<file path="src/rtl/xcpt_pkg.sv">
package xcpt_pkg;

  localparam int PSR_W  = 8;
  localparam int NBANK  = 5;
  localparam int NREQ   = 6;
  localparam int BIDX_W = $clog2(NBANK);

  localparam int T_BIT = 5;
  localparam int F_BIT = 6;
  localparam int I_BIT = 7;

  localparam logic [4:0] M_USR = 5'b10000;
  localparam logic [4:0] M_FIQ = 5'b10001;
  localparam logic [4:0] M_IRQ = 5'b10010;
  localparam logic [4:0] M_SVC = 5'b10011;
  localparam logic [4:0] M_ABT = 5'b10111;
  localparam logic [4:0] M_UND = 5'b11011;
  localparam logic [4:0] M_SYS = 5'b11111;

  localparam logic [PSR_W-1:0] PSR_RST  = 8'hD3;
  localparam logic [PSR_W-1:0] SPSR_RST = 8'h10;

  // request vector positions, lowest index = highest priority
  localparam int RQ_DABT = 0;
  localparam int RQ_FIQ  = 1;
  localparam int RQ_IRQ  = 2;
  localparam int RQ_PABT = 3;
  localparam int RQ_UND  = 4;
  localparam int RQ_SWI  = 5;

  typedef enum logic [2:0] {
    XE_NONE, XE_DABT, XE_FIQ, XE_IRQ, XE_PABT, XE_UND, XE_SWI
  } xcpt_e;

  function automatic xcpt_e req_to_xcpt(input int idx);
    case (idx)
      RQ_DABT: return XE_DABT;
      RQ_FIQ:  return XE_FIQ;
      RQ_IRQ:  return XE_IRQ;
      RQ_PABT: return XE_PABT;
      RQ_UND:  return XE_UND;
      RQ_SWI:  return XE_SWI;
      default: return XE_NONE;
    endcase
  endfunction

  function automatic logic [4:0] xcpt_mode(input xcpt_e xe);
    case (xe)
      XE_DABT, XE_PABT: return M_ABT;
      XE_FIQ:           return M_FIQ;
      XE_IRQ:           return M_IRQ;
      XE_UND:           return M_UND;
      XE_SWI:           return M_SVC;
      default:          return M_SVC;
    endcase
  endfunction

  function automatic logic [7:0] xcpt_vector(input xcpt_e xe);
    case (xe)
      XE_UND:  return 8'h04;
      XE_SWI:  return 8'h08;
      XE_PABT: return 8'h0C;
      XE_DABT: return 8'h10;
      XE_IRQ:  return 8'h18;
      XE_FIQ:  return 8'h1C;
      default: return 8'h00;
    endcase
  endfunction

  function automatic logic has_bank(input logic [4:0] m);
    return (m == M_FIQ) || (m == M_IRQ) || (m == M_SVC) ||
           (m == M_ABT) || (m == M_UND);
  endfunction

  function automatic logic [BIDX_W-1:0] bank_index(input logic [4:0] m);
    case (m)
      M_FIQ:   return BIDX_W'(0);
      M_IRQ:   return BIDX_W'(1);
      M_SVC:   return BIDX_W'(2);
      M_ABT:   return BIDX_W'(3);
      M_UND:   return BIDX_W'(4);
      default: return BIDX_W'(0);
    endcase
  endfunction

  function automatic logic [PSR_W-1:0] entry_status(input logic [PSR_W-1:0] old,
                                                    input xcpt_e xe);
    logic [PSR_W-1:0] w;
    w        = old;
    w[4:0]   = xcpt_mode(xe);
    w[T_BIT] = 1'b0;
    w[I_BIT] = 1'b1;
    if (xe == XE_FIQ) w[F_BIT] = 1'b1;
    return w;
  endfunction

  function automatic logic [2:0] ret_offset(input logic [4:0] m, input logic saved_t);
    if (m != M_ABT) return 3'd0;
    return saved_t ? 3'd2 : 3'd4;
  endfunction

endpackage

</file>
<file path="src/rtl/xcpt_arbiter.sv">
module xcpt_arbiter
  import xcpt_pkg::*;
(
  input  logic [NREQ-1:0] req,
  input  logic            mask_f,
  input  logic            mask_i,
  output logic            fire,
  output xcpt_e           xe
);
  logic [NREQ-1:0] eff;

  always_comb begin
    eff          = req;
    eff[RQ_FIQ]  = req[RQ_FIQ] & ~mask_f;
    eff[RQ_IRQ]  = req[RQ_IRQ] & ~mask_i;
    xe           = XE_NONE;
    for (int i = NREQ - 1; i >= 0; i--) begin
      if (eff[i]) xe = req_to_xcpt(i);
    end
    fire = |eff;
  end
endmodule

</file>
<file path="src/rtl/xcpt_bank.sv">
module xcpt_bank
  import xcpt_pkg::*;
#(
  parameter int ADDR_W = 32
) (
  input  logic              clk,
  input  logic              rst_n,
  input  logic              wr_en,
  input  logic [ADDR_W-1:0] lr_in,
  input  logic [PSR_W-1:0]  psr_in,
  output logic [ADDR_W-1:0] lr_q,
  output logic [PSR_W-1:0]  psr_q
);
  always_ff @(posedge clk or negedge rst_n) begin
    if (!rst_n) begin
      lr_q  <= '0;
      psr_q <= SPSR_RST;
    end else if (wr_en) begin
      lr_q  <= lr_in;
      psr_q <= psr_in;
    end
  end
endmodule

</file>
<file path="src/rtl/xcpt_entry_ctl.sv">
module xcpt_entry_ctl
  import xcpt_pkg::*;
#(
  parameter int ADDR_W = 32
) (
  input  logic              clk,
  input  logic              rst_n,
  input  logic              req_dabt,
  input  logic              req_fiq,
  input  logic              req_irq,
  input  logic              req_pabt,
  input  logic              req_und,
  input  logic              req_swi,
  input  logic [ADDR_W-1:0] next_pc,
  input  logic              bx_req,
  input  logic [ADDR_W-1:0] bx_target,
  input  logic              ret_req,
  output logic [ADDR_W-1:0] pc_o,
  output logic              pc_load,
  output logic [PSR_W-1:0]  status_o
);
  logic [PSR_W-1:0]  psr_q, psr_d;
  logic [ADDR_W-1:0] pc_q, pc_d;
  logic              ld_q, ld_d;

  logic [NREQ-1:0]   req_vec;
  logic              ent_fire;
  xcpt_e             ent_xe;
  logic [4:0]        ent_mode;
  logic [ADDR_W-1:0] ent_vec;
  logic              ret_fire;
  logic              bx_fire;

  logic [NBANK-1:0][ADDR_W-1:0] lr_arr;
  logic [NBANK-1:0][PSR_W-1:0]  spsr_arr;
  logic [ADDR_W-1:0]            lr_sel;
  logic [PSR_W-1:0]             spsr_sel;

  always_comb begin
    req_vec          = '0;
    req_vec[RQ_DABT] = req_dabt;
    req_vec[RQ_FIQ]  = req_fiq;
    req_vec[RQ_IRQ]  = req_irq;
    req_vec[RQ_PABT] = req_pabt;
    req_vec[RQ_UND]  = req_und;
    req_vec[RQ_SWI]  = req_swi;
  end

  xcpt_arbiter u_arb (
    .req    (req_vec),
    .mask_f (psr_q[F_BIT]),
    .mask_i (psr_q[I_BIT]),
    .fire   (ent_fire),
    .xe     (ent_xe)
  );

  assign ent_mode = xcpt_mode(ent_xe);
  assign ent_vec  = ADDR_W'(xcpt_vector(ent_xe));

  for (genvar g = 0; g < NBANK; g++) begin : g_bank
    xcpt_bank #(.ADDR_W(ADDR_W)) u_bank (
      .clk    (clk),
      .rst_n  (rst_n),
      .wr_en  (ent_fire && (bank_index(ent_mode) == BIDX_W'(g))),
      .lr_in  (next_pc),
      .psr_in (psr_q),
      .lr_q   (lr_arr[g]),
      .psr_q  (spsr_arr[g])
    );
  end

  assign lr_sel   = lr_arr[bank_index(psr_q[4:0])];
  assign spsr_sel = spsr_arr[bank_index(psr_q[4:0])];

  assign ret_fire = ret_req && !ent_fire && has_bank(psr_q[4:0]);
  assign bx_fire  = bx_req && !ent_fire && !ret_fire;

  always_comb begin
    psr_d = psr_q;
    pc_d  = pc_q;
    ld_d  = 1'b0;
    if (ent_fire) begin
      psr_d = entry_status(psr_q, ent_xe);
      pc_d  = ent_vec;
      ld_d  = 1'b1;
    end else if (ret_fire) begin
      psr_d = spsr_sel;
      pc_d  = lr_sel - ADDR_W'(ret_offset(psr_q[4:0], spsr_sel[T_BIT]));
      ld_d  = 1'b1;
    end else if (bx_fire) begin
      psr_d[T_BIT] = bx_target[0];
      pc_d         = {bx_target[ADDR_W-1:1], 1'b0};
      ld_d         = 1'b1;
    end
  end

  always_ff @(posedge clk or negedge rst_n) begin
    if (!rst_n) begin
      psr_q <= PSR_RST;
      pc_q  <= '0;
      ld_q  <= 1'b0;
    end else begin
      psr_q <= psr_d;
      pc_q  <= pc_d;
      ld_q  <= ld_d;
    end
  end

  assign pc_o     = pc_q;
  assign pc_load  = ld_q;
  assign status_o = psr_q;
endmodule

</file>
<file path="config.mk">
export PLATFORM = sky130hd
export DESIGN_NAME = xcpt_entry_ctl
export DESIGN_NICKNAME = d
export VERILOG_FILES = /design/src/rtl/xcpt_pkg.sv /design/src/rtl/xcpt_arbiter.sv /design/src/rtl/xcpt_bank.sv /design/src/rtl/xcpt_entry_ctl.sv
export SDC_FILE = /design/constraint.sdc
export NUM_CORES = 1
export LEC_CHECK = 0
export BUFFER_PORTS_ARGS = -buffer_cell sky130_fd_sc_hd__clkbuf_2
export CORE_MARGIN = 4
export CORE_UTILIZATION = 54
export CTS_CLUSTER_DIAMETER = 200
export DETAILED_ROUTE_END_ITERATION = 8
export PLACE_DENSITY = 0.77
export SYNTH_ARGS = -nofsm -noshare
export SYNTH_HDL_FRONTEND = slang
export SYNTH_HIERARCHICAL = 1
export SYNTH_SLANG_ARGS = --single-unit
</file>
<file path="constraint.sdc">
create_clock -name clk -period 3.9 [get_ports clk]
set_input_delay 0.78 -clock clk [delete_from_list [all_inputs] [get_ports clk]]
set_output_delay 0.78 -clock clk [all_outputs]
set_load 0.02 [all_outputs]
</file>
==> results_dict.tcl, run 1 <==
set metrics [dict create \
    cts-buffers-inserted 25 \
    grtUsageTotal_pct 27.12 \
    fin_total_pwr_mw 10.20 \
    maxCapViolCount 0 \
    crit_family "simple AND/OR/NAND/NOR gates" \
    ant_nets 0 \
    hold_violations 0 \
    drc 0 \
    port_buffers 114 \
    path_buf_inv 1 \
    met2_usage_pct 43.07 \
    skew_ns 0.01345 \
    use_met3_pct 5.249 \
    yosys_warnings 6 \
    slew_headroom_pct 26.23 \
    clkTransAtPathRegs_ns 0.07 \
    cts_root_buffer "clkbuf_16" \
    hpwl_mm 22.62 \
    core_region_area_mm2 0.02203 \
    globalRouteMet1Util_pct 38.09 \
    clock-sinks 241 \
    synthDistinctLibCells 77 \
    synth.area.top_cells "dfrtp_1, mux2_2, nand2_1" \
    crit_top_cell "nand3_1" \
    grt_pass1_vias 9312 \
    finalCritPeriodShare_pct 94.15 \
    slowest_stage "dfstp_4" \
    syn_area_per_cell_um2 11.46 \
    dp_cells 1433 \
    outcome "finished, final reports clean" \
    multi_input_area_mm2 0.005667 \
    irDropWorstVdd_mv 0.4140 \
    hold_path.class "in2async" \
    nFillCells 1702 \
    placed_area_mm2 0.01310 \
    worst_path_largest_cell_delay_ns 0.75 \
    synth_top_area_cell "dfrtp_1" \
    crit_fanout 19 \
    crit_required_ns 4.31 \
    maxClockFrequency_mhz 272.4 \
    nets 1260 \
    crit_type "reg2reg" \
    async_flop_share_pct 100.0 \
    netlist.area_leader.share_pct 47.49 \
    layout.area.seq_mm2 0.006047 \
    tightest_slew_ns 1.100 \
    start_util_pct 55.26 \
    antennaDiodeCount 0 \
    layout-drive-gt1-share_pct 37.42 \
    cts.htree.levels 1 \
    clkLatencyLatePin_ns 0.53 \
    wl_per_cell_um 22.85 \
    area_growth_pct 14.80 \
    vias 9224 \
    place_congestion 0.9090 \
    setup-tns-final_ns 0 \
    synthMostInstantiatedCell "dfrtp_1" \
    routed_wl_mm 33.81 \
    via_per_inst 6.232 \
    syn_inst 1062 \
    yosys_register_bits 241 \
    rows 54 \
    path_cells "nand3b_1, nor2_4, buf_4, nand3_1, nand3_1, nand2_1, ha_1, a21o_1, nand4b_2, nor3_4, nand4_1, and3_1, a2111oi_2" \
    critPathLaunchType "flop" \
    pin_count 115 \
    grt_setup_unrepaired "false" \
    cts_buffer_depth 3 \
    fin_area_mm2 0.01397 \
    die_h_um 158.1 \
    arrival_ns 4.08 \
    grt.busiest_layer "met2" \
    slew_violations 0 \
    power.leakage_nw 6.112 \
    end_kind "flop" \
    synth_ff_type "dfrtp_1" \
    instances_no_fill 1480 \
    post-route-min-period_ns 3.672 \
    synth_nets 1139 \
    powerDensity_mw_per_mm2 730.3 \
    synth_edf_count 0 \
    grt_max_degree 117 \
    grt_pass1_wl_mm 52.86 \
    drtPass1Iterations 5 \
    cts_hold_buf 0 \
    antenna_found_initial 0 \
    netlist_area_mm2 0.01217 \
    yosysSeqAreaShare_pct 49.65 \
    die_area_mm2 0.02501 \
    setup_viol 0 \
    cts_tree "built" \
    ys_top_cells_by_count "dfrtp_1, mux2_2, nand2_1" \
    die_w_um 158.1 \
    grt-ovfl-total 0 \
    drtIter0Drc 1014 \
]
[layout by cell type (no fill, tap or decap), types with 5 or more instances in the layout]
master and instances:
nand3_1 49, inv_1 7, o22ai_1 7, a21oi_1 42, nor3_1 21, o21ai_0 41
a31oi_1 8, xnor2_1 14, dfstp_2 9, nor2b_1 27, xor2_1 8, dfrtp_1 231
clkbuf_16 25, a211oi_1 30, a221oi_1 10, mux2i_1 14, clkbuf_2 113, nand2b_1 9
buf_4 43, nor3b_1 5, nor2_1 45, nand2_1 101, mux2_2 202, buf_12 7
and3_1 19
[layout make-up]
type / count / area share, %
multi-input cells: 743 / 40.55
well taps: 280 / 2.507
clock inverters: 11 / 1.003
flip-flops and latches: 241 / 43.28
inverters: 8 / 0.2149
repair buffers: 164 / 7.468
clock buffers: 33 / 4.979
[power by group]
part | switching, mW | internal (mW) | leakage (nW)
Clock | 0.994 | 1.45 | 0.400
Sequential | 0.570 | 3.42 | 2.88
Combinational | 2.04 | 1.73 | 2.84
Total | 3.61 | 6.60 | 6.11
[cells by family after synthesis]
logic type	Yosys count	synth area share, %
xor+xnor	24	1.943
mux	217	19.92
flops	241	49.65
simple gates	315	13.63
buf+inv	78	4.091
compound gates	184	10.39
fa+ha+maj	3	0.3700
[per-layer routing]
| metal | wire length, um | vias up |
|---|---|---|
| met1 | 14180 | 4597 |
| met4 | 971 | 0 |
| li1 | - | 4097 |
| met5 | 0 | - |
| met2 | 15830 | 456 |
| met3 | 2838 | 74 |
[registers in the layout, summed over array words and instances (netlist names)]
name / flops
g_bank.u_bank/lr_q: 160
g_bank.u_bank/psr_q: 40
pc_load: 1
pc_o: 32
status_o: 8
[timing repair]
action / CTS / global route
buffers inserted: 0 / 3
gates resized for setup: 0 / 3
endpoints found under the setup margin: 0 / 4
[final timing paths]
| kind | from | to | slack (ns) | depth (start not counted) |
|---|---|---|---|---|
| worst max-delay path | status_o[4] | pc_o[30] | 0.23 | 13 |
| worst min-delay path | rst_n | g_bank[1].u_bank/lr_q[5] | 0.35 | 1 |
| worst max register to register | status_o[4] | pc_o[30] | 0.23 | 13 |
| worst min register to register | g_bank[3].u_bank/lr_q[19] | g_bank[3].u_bank/lr_q[19] | 0.50 | 1 |
| max in group asynchronous | rst_n | status_o[4] | 2.61 | 2 |
| min in group clk | g_bank[3].u_bank/lr_q[19] | g_bank[3].u_bank/lr_q[19] | 0.50 | 1 |
[metrics by stage]
| step | hold slack, ns | utilization [%] | setup WS, ns |
|---|---|---|---|
| 6_report | 0.3536 | 63.44 | 0.2283 |
| 5_1_grt | 0.4368 | 63.44 | 0.02331 |
| 4_1_cts | 0.3948 | 63.26 | 0.1034 |
| 3_5_place_dp | 0.4896 | 59.47 | 0.1236 |
| 3_3_place_gp | 0.4814 | 59.47 | 0.2515 |
| 2_1_floorplan | 0.4720 | - | 0.01830 |
Note: power is estimated with default switching activity, not from simulation.
==> run 2, diff against run 1 <==
--- a/config.mk
+++ b/config.mk
@@ -7,10 +7,10 @@
 export LEC_CHECK = 0
 export BUFFER_PORTS_ARGS = -buffer_cell sky130_fd_sc_hd__clkbuf_2
 export CORE_MARGIN = 4
-export CORE_UTILIZATION = 54
+export CORE_UTILIZATION = 64
 export CTS_CLUSTER_DIAMETER = 200
 export DETAILED_ROUTE_END_ITERATION = 8
-export PLACE_DENSITY = 0.77
+export PLACE_DENSITY = 0.85
 export SYNTH_ARGS = -nofsm -noshare
 export SYNTH_HDL_FRONTEND = slang
 export SYNTH_HIERARCHICAL = 1
==> constraint.sdc (replaced) <==
create_clock -name clk -period 4.7 [get_ports clk]
set_input_delay 0.94 -clock clk [delete_from_list [all_inputs] [get_ports clk]]
set_output_delay 0.94 -clock clk [all_outputs]
set_load 0.02 [all_outputs]
==> run 2 against run 1 <==
Sequential power fell by 16%. Non-clock buffer count is 16 lower. Sequential share of layout area is 0.83 points higher. Wire length down 0.71%. Setup slack improved by 0.39 ns. Maximum frequency fell by 9.9%. First-iteration DRC count down 13%. Count of clock-buffer cells in the layout increased by 5. Utilization is 9.8 points higher. Clock skew is 0.0033 ns lower. Highest routed layer unchanged. Design area down 2.0%. Register-to-register slack improved by 0.39 ns.
==> results_dict.tcl, run 2 (same netlist as run 1, synthesis figures left out) <==
set metrics [dict create \
    outcome "finished, final reports clean" \
    dp_cells 1374 \
    power_frac_seq_pct 40.4 \
    drtIter0Drc 884 \
    drc 0 \
    cts_hold_buf 0 \
    largest_register_ffs 160 \
    cts-buffers-inserted 25 \
    setup_viol 0 \
    cts.htree.levels 1 \
    post-route-min-period_ns 4.077 \
    post_cts_buffers 0 \
    ant_nets 0 \
    drtPass1Iterations 6 \
    hold_violations 0 \
    post_cts_resized 0 \
    clkTransAtPathRegs_ns 0.06 \
    routed_wl_mm 33.57 \
    area_growth_pct 12.56 \
    slew_headroom_pct 26.93 \
    final_common_cell "dfrtp_1" \
    pwr-share-comb_pct 36.3 \
    rows 50 \
    maxClockFrequency_mhz 245.3 \
    p_clk_share_pct 23.3 \
    die_h_um 145.9 \
    irDropWorstVdd_mv 0.4015 \
    nFillCells 1214 \
    start_util_pct 65.07 \
    fin_util_pct 73.24 \
    instances_no_fill 1417 \
    clock-sinks 241 \
    grt_setup_unrepaired "false" \
    cts_root_buffer "clkbuf_16" \
    powerDensity_mw_per_mm2 609.2 \
    arrival_ns 4.48 \
    grt_pass1_vias 9625 \
    grt_max_degree 139 \
    die_area_mm2 0.02129 \
    clkLatencyLatePin_ns 0.52 \
    antenna_found_initial 0 \
    final_cell_mix "dfrtp_1, mux2_2, clkbuf_2" \
    maxCapViolCount 0 \
    antennaDiodeCount 0 \
    grtUsageTotal_pct 31.46 \
    multi_input_area_mm2 0.005649 \
    via_per_inst 6.610 \
    whs_ns 0.5049 \
    regMostFlops "g_bank.u_bank/lr_q" \
    end_kind "flop" \
    nets 1244 \
    slew_violations 0 \
    vias 9366 \
    crit_fanout 22 \
    p_int_mw 5.369 \
    place_congestion 0.9581 \
    setup-tns-final_ns 0 \
    power.leakage_nw 6.003 \
    port_buffers 114 \
    hold_path.class "reg2reg" \
    p_sw_mw 2.978 \
    die_w_um 145.9 \
    grt-ovfl-total 0 \
    critPathLaunchType "flop" \
    wl_per_cell_um 23.69 \
    pin_count 115 \
    finalCritPeriodShare_pct 86.75 \
    tightest_slew_ns 1.092 \
    layout.area.seq_mm2 0.006043 \
    skew_ns 0.01016 \
    p_sw_share_pct 35.68 \
    layout-drive-gt1-share_pct 36.09 \
    cts_tree "built" \
    grt_pass1_wl_mm 53.69 \
    core_region_area_mm2 0.01871 \
    cts_buffer_depth 3 \
    crit_type "reg2reg" \
    hpwl_mm 22.55 \
    crit_required_ns 5.10 \
]
## run 2: changes by cell type in the layout (fill, tap and decap cells not counted), moves of 3 or more
cell,previous run,this run
clkbuf_1,4,8
clkinvlp_4,4,0
buf_4,43,30
buf_12,7,4
## run 2: metal layers
metal,track usage (%),up-vias,share of wire (%)
met5,0,-,0
met4,12.20,0,3.8
met3,6.571,100,9.7
met2,49.34,550,46
met1,43.51,4652,40
li1,-,4064,-
## run 2: stage by stage
stage	cell area, um^2	worst slack [ns]	total power, mW
finish	13700	0.6230	8.346
global route	13700	0.3690	8.748
CTS	13700	0.6564	8.296
detailed placement	12900	0.7090	6.315
global placement	12900	0.8749	6.181
floorplan	12170	0.5663	5.392
## run 2: worst max-delay path, cell delays in order (launching register included)
cell	delay (ns)
dfstp_2	0.79
nand4b_4	0.44
nand2_1	0.20
nand3_1	0.08
and3_1	0.19
a21oi_1	0.13
ha_1	0.16
inv_1	0.06
fa_1	0.41
nand4b_2	0.36
nor3_4	0.42
nand3_1	0.15
and3_1	0.22
a2111oi_2	0.33
## run 2: final timing paths
kind	depth (start not counted)	startpoint	end	slack, ns
setup / recovery	13	status_o[0]	pc_o[29]	0.62
hold / removal	1	g_bank[1].u_bank/lr_q[11]	g_bank[1].u_bank/lr_q[11]	0.50
setup reg to reg	13	status_o[0]	pc_o[29]	0.62
hold reg to reg	1	g_bank[1].u_bank/lr_q[11]	g_bank[1].u_bank/lr_q[11]	0.50
max in group asynchronous	2	rst_n	g_bank[0].u_bank/psr_q[4]	3.13
min in group asynchronous	1	rst_n	g_bank[1].u_bank/lr_q[27]	0.55
## run 2: cell type report
class / instances / area share, %
flip-flops and latches: 241 / 44.11
well taps: 234 / 2.137
repair buffers: 148 / 6.466
clock inverters: 5 / 0.5479
inverters: 8 / 0.2192
clock buffers: 38 / 5.288
multi-input cells: 743 / 41.23
## run 2: power groups by stage
stage	clock network (mW)	logic (mW)	registers, mW
6_report	1.95	3.03	3.37
5_1_grt	2.07	3.24	3.44
2_1_floorplan	0	2.22	3.17
4_1_cts	1.97	2.98	3.35
3_3_place_gp	0	2.85	3.34
3_5_place_dp	0	2.95	3.37
==> run 3, diff against run 2 <==
==> constraint.sdc (replaced) <==
create_clock -name clk -period 5.1 [get_ports clk]
set_input_delay 1.02 -clock clk [delete_from_list [all_inputs] [get_ports clk]]
set_output_delay 1.02 -clock clk [all_outputs]
set_load 0.02 [all_outputs]
==> run 3 against run 2 <==
Via count rose by 0.23%. Combinational power fell by 8.6%. Critical path depth rose by 1. Maximum frequency fell by 8.5%. Cell count fell by 0.42%. Non-clock buffer count fell by 9. Clock power barely moved. Sequential power fell by 9.2%. Worst hold slack got worse by 0.0056 ns. Flip-flop and latch count did not move. Setup slack improved by 0.023 ns. Wire length rose by 0.42%. Largest cell class unchanged.
==> results_dict.tcl, run 3 (same netlist as run 1, synthesis figures left out) <==
set metrics [dict create \
    path_buf_inv 2 \
    slowest_stage "dfstp_2" \
    vias 9388 \
    grt_max_degree 113 \
    cts.htree.levels 1 \
    wl_per_cell_um 23.89 \
    cts_hold_buf 0 \
    post-route-min-period_ns 4.455 \
    grt-ovfl-total 0 \
    cts_root_buffer "clkbuf_16" \
    die_area_mm2 0.02129 \
    grt_setup_unrepaired "false" \
    crit_type "reg2reg" \
    start_util_pct 65.07 \
    hold_path.class "reg2reg" \
    ant_nets 0 \
    powerDensity_mw_per_mm2 568.5 \
    die_w_um 145.9 \
    antenna_found_initial 0 \
    grtUsageTotal_pct 31.11 \
    drtPass1Iterations 5 \
    drc 0 \
    rrSetupSlack_ns 0.65 \
    end_kind "flop" \
    r2r_end "pc_o[29]" \
    hold_violations 0 \
    final_cell_mix "dfrtp_1, mux2_2, clkbuf_2" \
    crit_family "simple AND/OR/NAND/NOR gates" \
    place_congestion 0.8818 \
    power.leakage_nw 5.990 \
    tightest_slew_ns 1.012 \
    core_region_area_mm2 0.01871 \
    dp_cells 1365 \
    skew_ns 0.01318 \
    worst_path_largest_cell_delay_ns 0.75 \
    maxClockFrequency_mhz 224.5 \
    outcome "finished, final reports clean" \
    routed_wl_mm 33.71 \
    area_growth_pct 12.23 \
    rows 50 \
    arrival_ns 4.86 \
    antennaDiodeCount 0 \
    crit_end "pc_o[29]" \
    crit_start "status_o[4]" \
    r2r_start "status_o[4]" \
    hpwl_mm 21.87 \
    cts_buffer_depth 3 \
    drtIter0Drc 948 \
    crit_fanout 19 \
    pin_count 115 \
    cts-buffers-inserted 25 \
    finalCritPeriodShare_pct 87.34 \
    rr_worst_depth 14 \
    slew_violations 0 \
    irDropWorstVdd_mv 0.4138 \
    final_common_cell "dfrtp_1" \
    setup-tns-final_ns 0 \
    crit_required_ns 5.51 \
    clkTransAtPathRegs_ns 0.06 \
    nets 1235 \
    clkLatencyLatePin_ns 0.53 \
    slew_headroom_pct 32.11 \
    critPathLaunchType "flop" \
    path_cells "nand3b_1, nor2_2, buf_4, nand3_1, and3_1, a21oi_1, ha_1, inv_1, fa_1, nand4b_2, nor3_4, nand3_1, and3_1, a2111oi_2" \
    clock-sinks 241 \
    largest_register_ffs 160 \
    via_per_inst 6.653 \
    post_cts_buffers 0 \
    setup_viol 0 \
    regMostFlops "g_bank.u_bank/lr_q" \
    grt_pass1_wl_mm 52.90 \
    path_depth 14 \
    die_h_um 145.9 \
    fin_util_pct 73.03 \
    grt_pass1_vias 9486 \
    layout-drive-gt1-share_pct 36.19 \
    port_buffers 114 \
    instances_no_fill 1411 \
    maxCapViolCount 0 \
    post_cts_resized 0 \
    cts_tree "built" \
]
run 3: cell count changes in the layout (fill, tap and decap cells not counted), sizes merged:
cell,previous run,this run
inv,7,8
clkinvlp,0,1
clkbuf,151,146
bufinv,2,4
clkinv,4,8
buf,35,26
run 3: worst min path at each step:
stage                     slack (ns)                 startpoint                   endpoint  cells past startpoint
after global routing            0.51  g_bank[1].u_bank/psr_q[1]  g_bank[1].u_bank/psr_q[1]                      1
final                           0.50  g_bank[1].u_bank/lr_q[16]  g_bank[1].u_bank/lr_q[16]                      1
after CTS                       0.50  g_bank[1].u_bank/lr_q[16]  g_bank[1].u_bank/lr_q[16]                      1
after global placement          0.48  g_bank[1].u_bank/lr_q[13]  g_bank[1].u_bank/lr_q[13]                      1
after floorplan                 0.47  g_bank[3].u_bank/lr_q[15]  g_bank[3].u_bank/lr_q[15]                      1
after detailed placement        0.49  g_bank[1].u_bank/lr_q[16]  g_bank[1].u_bank/lr_q[16]                      1
run 3: report_power, final:
group / internal [mW] / switching, mW / total (mW) / leakage, nW
Combinational: 1.22 / 1.55 / 2.77 / 2.68
Sequential: 2.61 / 0.444 / 3.06 / 2.88
Clock: 1.18 / 0.759 / 1.93 / 0.436
run 3: stage by stage:
step | area, um^2 | setup WS, ns | hold slack, ns | power, mW
2_1_floorplan | 12170 | 0.9663 | 0.4720 | 4.969
3_3_place_gp | 12780 | 0.9577 | 0.4817 | 5.618
3_5_place_dp | 12780 | 0.8130 | 0.4884 | 5.753
4_1_cts | 13660 | 0.7645 | 0.5016 | 7.715
5_1_grt | 13660 | 0.3716 | 0.5113 | 8.124
6_report | 13660 | 0.6455 | 0.4994 | 7.766
run 3: final cells by class:
type,instances,area (um^2)
Clock buffer,33,705.7
Sequential cell,241,6043
Multi-Input combinational cell,743,5649
Tap cell,234,292.8
Clock inverter,13,171.4
Fill cell,1243,5045
Inverter,8,30.03
Timing Repair Buffer,139,768.2
run 3: per-layer routing:
layer  wire length (um)  vias up  share of wire (%)  global-route usage [%]
met5                  0        -                  0                       0
met4               1221        0                3.6                   10.92
li1                   -     4048                  -                       -
met3               3270      102                9.7                   6.665
met2              15930      575                 47                   50.17
met1              13290     4663                 39                   42.19
